## src/rtl/rstc_pkg.sv

```systemverilog
package rstc_pkg;
  localparam int NUM_DOM = 7;
  localparam int D_TEST = 0;
  localparam int D_PLL2 = 1;
  localparam int D_MEM  = 2;
  localparam int D_CFG  = 3;
  localparam int D_PER  = 4;
  localparam int D_CPU  = 5;
  localparam int D_PAD  = 6;

  typedef logic [NUM_DOM-1:0] dom_t;

  typedef enum logic [2:0] {
    SRC_NONE, SRC_CPU, SRC_SYS, SRC_MAX, SRC_WARM, SRC_COLD
  } src_e;

  localparam dom_t MASK_ALL  = '1;
  localparam dom_t MASK_WARM = dom_t'((1 << D_MEM) | (1 << D_CFG) | (1 << D_PER) | (1 << D_CPU));
  localparam dom_t MASK_SYS  = dom_t'((1 << D_PLL2) | (1 << D_CPU));
  localparam dom_t MASK_CPU  = dom_t'(1 << D_CPU);

  function automatic dom_t dom_mask(src_e s);
    case (s)
      SRC_COLD: return MASK_ALL;
      SRC_WARM,
      SRC_MAX:  return MASK_WARM;
      SRC_SYS:  return MASK_SYS;
      SRC_CPU:  return MASK_CPU;
      default:  return '0;
    endcase
  endfunction
endpackage

```

## src/rtl/rstc_sync.sv

```systemverilog
module rstc_sync #(
  parameter int WIDTH = 5
) (
  input  logic             clk,
  input  logic             rst,
  input  logic [WIDTH-1:0] din,
  output logic [WIDTH-1:0] dout
);
  for (genvar i = 0; i < WIDTH; i++) begin : g_bit
    logic s1, s2;
    always_ff @(posedge clk) begin
      if (rst) begin
        s1 <= 1'b0;
        s2 <= 1'b0;
      end else begin
        s1 <= din[i];
        s2 <= s1;
      end
    end
    assign dout[i] = s2;
  end
endmodule

```

## src/rtl/rstc_por_qual.sv

```systemverilog
module rstc_por_qual #(
  parameter int MIN_TICKS = 256
) (
  input  logic clk,
  input  logic rst,
  input  logic cold_s,
  input  logic tick,
  output logic ok,
  output logic err
);
  localparam int CW = $clog2(MIN_TICKS + 1);
  localparam logic [CW-1:0] CMAX = CW'(MIN_TICKS);

  logic [CW-1:0] cnt;
  logic          prev;

  always_ff @(posedge clk) begin
    if (rst) begin
      cnt  <= '0;
      prev <= 1'b0;
      ok   <= 1'b0;
      err  <= 1'b0;
    end else begin
      prev <= cold_s;
      if (cold_s) begin
        ok <= 1'b0;
        if (cnt != CMAX) cnt <= cnt + CW'(tick);
      end else begin
        cnt <= '0;
        if (prev) begin
          if (cnt == CMAX) ok <= 1'b1;
          else err <= 1'b1;
        end
      end
    end
  end

  p_ok_needs_count_r2: assert property (@(posedge clk) disable iff (rst)
    $rose(ok) |-> ($past(cnt) == CMAX));
  p_err_sticky_r4: assert property (@(posedge clk) disable iff (rst)
    err |=> err);
endmodule

```

## src/rtl/rstc_prio.sv

```systemverilog
module rstc_prio
  import rstc_pkg::*;
(
  input  logic cold,
  input  logic warm,
  input  logic maxr,
  input  logic sys,
  input  logic cpu,
  output dom_t mask
);
  src_e win;
  always_comb begin
    if (cold)      win = SRC_COLD;
    else if (warm) win = SRC_WARM;
    else if (maxr) win = SRC_MAX;
    else if (sys)  win = SRC_SYS;
    else if (cpu)  win = SRC_CPU;
    else           win = SRC_NONE;
    mask = dom_mask(win);
  end
endmodule

```

## src/rtl/chip_rst_ctrl.sv

```systemverilog
module chip_rst_ctrl
  import rstc_pkg::*;
#(
  parameter int POR_MIN_TICKS = 256,
  parameter int NUM_PERIPH    = 8
) (
  input  logic                  clk,
  input  logic                  rst,
  input  logic                  por_n,
  input  logic                  warm_n,
  input  logic                  max_req,
  input  logic                  sys_req,
  input  logic                  cpu_req,
  input  logic                  ref1_tick,
  input  logic                  ref2_tick,
  input  logic                  ref2_off,
  input  logic [NUM_PERIPH-1:0] boot_sel,
  input  logic [NUM_PERIPH-1:0] en_set,
  output logic                  rst_test,
  output logic                  rst_pll2,
  output logic                  rst_mem,
  output logic                  rst_cfg,
  output logic                  rst_periph,
  output logic                  rst_cpu,
  output logic                  pad_hiz,
  output logic                  por_good,
  output logic                  por_short_err,
  output logic                  cfg_strobe,
  output logic [NUM_PERIPH-1:0] periph_en
);
  localparam int NUM_SRC = 5;

  logic [NUM_SRC-1:0] raw, req_s;
  logic               tick_sel;
  dom_t               mask_nxt, dom_q, dom_out;

  assign raw = {cpu_req, sys_req, max_req, ~warm_n, ~por_n};

  rstc_sync #(.WIDTH(NUM_SRC)) u_sync (
    .clk(clk), .rst(rst), .din(raw), .dout(req_s)
  );

  assign tick_sel = ref2_off ? ref1_tick : ref2_tick;

  rstc_por_qual #(.MIN_TICKS(POR_MIN_TICKS)) u_qual (
    .clk(clk), .rst(rst), .cold_s(req_s[0]), .tick(tick_sel),
    .ok(por_good), .err(por_short_err)
  );

  rstc_prio u_prio (
    .cold(req_s[0] | ~por_good), .warm(req_s[1]), .maxr(req_s[2]),
    .sys(req_s[3]), .cpu(req_s[4]), .mask(mask_nxt)
  );

  always_ff @(posedge clk) begin
    if (rst) begin
      dom_q      <= MASK_ALL;
      cfg_strobe <= 1'b0;
      periph_en  <= '0;
    end else begin
      dom_q      <= mask_nxt;
      cfg_strobe <= dom_q[D_CFG] & ~mask_nxt[D_CFG];
      if (mask_nxt[D_PER]) periph_en <= boot_sel;
      else                 periph_en <= periph_en | en_set;
    end
  end

  assign dom_out    = dom_q | {NUM_DOM{~por_n}};
  assign rst_test   = dom_out[D_TEST];
  assign rst_pll2   = dom_out[D_PLL2];
  assign rst_mem    = dom_out[D_MEM];
  assign rst_cfg    = dom_out[D_CFG];
  assign rst_periph = dom_out[D_PER];
  assign rst_cpu    = dom_out[D_CPU];
  assign pad_hiz    = dom_out[D_PAD];

  p_unqualified_all_r1: assert property (@(posedge clk) disable iff (rst)
    $past(!por_good) |-> (&dom_q));
  p_strobe_single_r11: assert property (@(posedge clk) disable iff (rst)
    cfg_strobe |=> !cfg_strobe);
  p_strobe_at_release_r11: assert property (@(posedge clk) disable iff (rst)
    cfg_strobe |-> (!dom_q[D_CFG] && $past(dom_q[D_CFG])));
  p_pen_keep_r12: assert property (@(posedge clk) disable iff (rst)
    (!dom_q[D_PER] && !$past(dom_q[D_PER])) |-> ((periph_en & $past(periph_en)) == $past(periph_en)));
endmodule

```

## config.mk

```make
export PLATFORM = sky130hd
export DESIGN_NAME = chip_rst_ctrl
export DESIGN_NICKNAME = d
export VERILOG_FILES = /design/src/rtl/rstc_pkg.sv /design/src/rtl/rstc_sync.sv /design/src/rtl/rstc_por_qual.sv /design/src/rtl/rstc_prio.sv /design/src/rtl/chip_rst_ctrl.sv
export SDC_FILE = /design/constraint.sdc
export NUM_CORES = 1
export LEC_CHECK = 0
export BUFFER_PORTS_ARGS = -buffer_cell sky130_fd_sc_hd__buf_2
export CAP_MARGIN = 5
export CORE_ASPECT_RATIO = 0.7
export CORE_MARGIN = 3
export CORE_UTILIZATION = 40
export CTS_CLUSTER_DIAMETER = 200
export DETAILED_ROUTE_END_ITERATION = 16
export GPL_TIMING_DRIVEN = 0
export PLACE_DENSITY = 0.67
export SETUP_SLACK_MARGIN = 0.1
export SYNTH_ARGS = -nofsm -noshare
export SYNTH_HDL_FRONTEND = slang
export SYNTH_SLANG_ARGS = --single-unit
export TNS_END_PERCENT = 20
```

## constraint.sdc

```tcl
create_clock -name clk -period 4.35 [get_ports clk]
set_input_delay 0.2175 -clock clk [delete_from_list [all_inputs] [get_ports clk]]
set_output_delay 0.2175 -clock clk [all_outputs]
set_load 0.02 [all_outputs]
```

==> impl_summary.txt <==
----------------------------------------------------
[CTS]
  Count of cells resized by post-cts repair ... 0
  Clock Pin Slew Worst Setup and Hold Paths ... ~0.07 ns
  Clock sinks ... 35
  Number of buffers on the longest clock path ... 2
  Clock insertion delay at the later pin of the skew report ... between 0.2 and 0.3 ns
  Clock tree from TritonCTS ... done
  Number of levels the H-tree was split into ... 2
  Clock buffers created by TritonCTS ... 5
  Cell at the root of the clock tree ... clkbuf_8
  Post-cts hold buffer count ... 0
  Post-CTS Repair Setup Buffers ... 0

[Placement]
  IO buf count ... 43
  HPWL after DPL ... roughly 2.0 mm
  Gp weighted congestion ... around 0.83
  Total placed instance area ... 0.00154 mm²

[Worst setup path]
  Worst-path maximum fanout ... 4
  End of the critical path ... u_qual.ok$_SDFFE_PP0P_
  Critical Path Source Type ... register
  Cell count of the worst reg-to-reg path ... 3
  End of the worst register-to-register path ... u_qual.ok$_SDFFE_PP0P_
  Arr. time, crit path ... 1.78 ns
  Setup slack on the worst flop-to-flop path ... 2.75 ns
  Critical path endpoint category ... register
  Worst R2R Start ... u_qual.cnt[7]$_SDFFE_PP0P_
  Crit path launch ... u_qual.cnt[7]$_SDFFE_PP0P_
  Critical setup path kind ... register to register
  CP required ... approximately 4.5 ns

[Synth]
  Synthesized instance count ... 130
  Mean instance size in the synthesized netlist ... 9.86 µm²
  Number of enable flip-flop cells after synthesis ... 0
  Synth async-reset ratio ... 0%
  Post-synth top flop ... dfxtp_1
  Most area-hungry cell type in the Yosys netlist ... dfxtp_1
  Top-count cell post-synth ... dfxtp_1
  Total nets after synthesis ... between 150 and 200
  Ranking of synthesized cells by instance count ... dfxtp_1, nor2_1, a211oi_1, nor2b_1, inv_1
  Sequential element share of the synthesized area ... between 50% and 60%
  Number of distinct library cells after synthesis ... 32
  YS warnings ... 0
  Area share of the largest cell type after synthesis ... ~55%
  #FFs+latches synth ... 35
  Synthesized area ... between 0.001 and 0.0015 mm²
  Top area cells in the synthesized netlist ... dfxtp_1, nor2_1, a211oi_1, nor2b_1, a21oi_1

[Hold path]
  Worst Hold Path Cells ... 2
  Worst hold path type ... primary input to register

[Final layout]
  Final nets ... approximately 210
  Fraction of final layout cells sized beyond drive strength 1 ... 34.8%
  N_diodes ... 0
  Post-route cell area ... 0.00166 mm²
  Filler Cells Inserted ... roughly 270
  Area added between synthesis and finish ... 29.5%

[Floorplan]
  Site row count ... 16
  Starting density of the core ... roughly 44%
  Number of placed I/O pins ... 44
  Std-Cell Core Area ... slightly below 0.003 mm²
  Horizontal die dimension ... 73.6 µm
  Die Area ... 0.00393 mm²
  Die extent in y ... approximately 53 µm

[STA]
  Total setup violations reported at the end of the flow ... 0
  Fin crit period ... around 1.6 ns
  Max Clk Rate ... around 630 MHz
  Final-layout worst hold slack ... approximately 0.074 ns
  Unrepaired setup endpoints after global routing ... no
  Setup TNS after final layout ... 0 ns
  Worst Tran Pin Value ... ~0.47 ns
  Final clock period utilization by the worst path ... a little under two fifths
  Worst-case clock skew ... around 0.0055 ns
  Relative max-transition margin ... between 60% and 70%
  Final hold violation count ... 0
  Final Max Tran Viols ... 0

[Detailed routing]
  Routed via count ... 1040
  Initial detailed-routing violation count ... 46
  Routed WL ... between 2 and 3 mm
  Via density ... roughly 4.8
  Routed WL per cell ... 11.9 µm
  Remaining antenna violation count ... 0
  Number of iterations in the first detailed-routing pass ... 4
  Drc violations ... 0

[Pwr]
  Peak supply drop ... around 0.16 mV
  Power Dens Cells ... just over 400 mW/mm²
  Pleak ... between 0.7 and 0.8 nW

[Global route]
  Gr ovfl total ... 0
  Initial antenna violation count ... 0
  Overall global routing resource usage ... around 14%
  Pin count of the biggest net entering global routing ... 12
  First-pass GRT wire length ... about 4.2 mm
  Vias in the first global route ... between 900 and 1000

[Run]
  Maximum Capacitance Violations ... 0

[Run status]
  Outcome ... completed

----------------------------------------------------
-- area by class of cell --
class,instances,area [µm²],area share (%)
plain buffers,6,35.0,2.11
clock buffers,6,82.6,4.98
clock inverters,2,35.0,2.11
inverters,6,22.5,1.36
multi-input cells,83,523,31.5
flip-flops and latches,35,701,42.2
well taps,36,45.0,2.71
repair buffers,43,215,13.0
-- worst min-delay path by stage --
stage	from	end	slack (ns)
6_report	warm_n	u_sync.g_bit[1].s1$_SDFF_PP0_	0.07
5_1_grt	warm_n	u_sync.g_bit[1].s1$_SDFF_PP0_	0.07
4_1_cts	warm_n	u_sync.g_bit[1].s1$_SDFF_PP0_	0.07
3_5_place_dp	warm_n	u_sync.g_bit[1].s1$_SDFF_PP0_	0.37
3_3_place_gp	warm_n	u_sync.g_bit[1].s1$_SDFF_PP0_	0.37
2_1_floorplan	warm_n	u_sync.g_bit[1].s1$_SDFF_PP0_	0.28
-- stage by stage --
step | instances | setup WS (ns) | utilization, % | total power, mW
after global placement | 209 | 2.69 | 52.7 | 0.378
after CTS | 217 | 2.74 | 56.8 | 0.677
after detailed placement | 209 | 2.67 | 52.7 | 0.380
after floorplan | 130 | 2.85 | - | 0.360
after global routing | 217 | 2.66 | 56.8 | 0.699
final | 217 | 2.75 | 56.8 | 0.670
-- layer usage --
metal | share of wire (%) | GRT usage [%] | wire length (µm) | vias to the layer above
li1 | - | - | - | 539
met4 | 1.2 | 7.23 | 31 | 0
met1 | 45 | 16.9 | 1160 | 469
met2 | 47 | 22.5 | 1210 | 28
met5 | 0 | 0 | 0 | -
met3 | 7.4 | 5.69 | 192 | 4
-- cell families (layout without fill, tap and decap cells) --
group | Yosys count | in the layout | share of synthesized area, %
buf+inv | 12 | 63 | 4.49
compound gates | 21 | 21 | 11.4
flops | 35 | 35 | 54.7
mux | 1 | 1 | 0.879
xor+xnor | 2 | 2 | 1.37
fa+ha+maj | 2 | 2 | 1.95
simple gates | 57 | 57 | 25.2
-- registers in the layout (all words and copies together), names as in the netlist --
| signal | count |
|---|---|
| u_qual.cnt | 9 |
| dom_q | 4 |
| u_qual.prev | 1 |
| u_sync.g_bit.s2 | 5 |
| u_qual.err | 1 |
| u_qual.ok | 1 |
| periph_en | 8 |
| u_sync.g_bit.s1 | 5 |
| cfg_strobe | 1 |
-- report_power, final --
part           internal [mW]  switching (mW)  total [mW]
logic                 0.0185          0.0200      0.0385
clock network          0.185           0.112       0.297
registers              0.330         0.00441       0.334
-- worst max-delay path, stage by stage (launching register included) --
cell     delay, ns
dfxtp_1       0.34
or4_4         0.54
or3_4         0.40
o41ai_2       0.21
-- cells in the final DEF (no fill, tap or decap) --
cell type | Yosys | routed
nand2b_1 | 4 | 4
ha_1 | 2 | 2
nor4b_4 | 1 | 1
a21o_1 | 1 | 1
or4b_2 | 1 | 1
dfxtp_1 | 35 | 35
a22o_1 | 1 | 1
nand4_1 | 2 | 2
clkinv_2 | 0 | 1
xor2_1 | 1 | 1
a21oi_1 | 5 | 5
nand3b_1 | 1 | 1
clkbuf_1 | 2 | 2
and3_1 | 2 | 2
a211oi_1 | 8 | 8
nand3_1 | 3 | 3
nor3_1 | 1 | 1
buf_2 | 1 | 44
o21ai_0 | 4 | 4
buf_4 | 3 | 3
bufinv_16 | 0 | 1
mux2_2 | 1 | 1
or2b_2 | 1 | 1
or3_1 | 4 | 4
o311ai_0 | 1 | 1
nor2_1 | 22 | 22
or3_4 | 1 | 1
o41ai_2 | 1 | 1
clkbuf_8 | 0 | 6
or3_2 | 1 | 1
xnor2_1 | 1 | 1
or4_4 | 1 | 1
nor2b_1 | 8 | 8
nand2_1 | 4 | 4
inv_1 | 6 | 6
(Power assumes the default switching activity.)
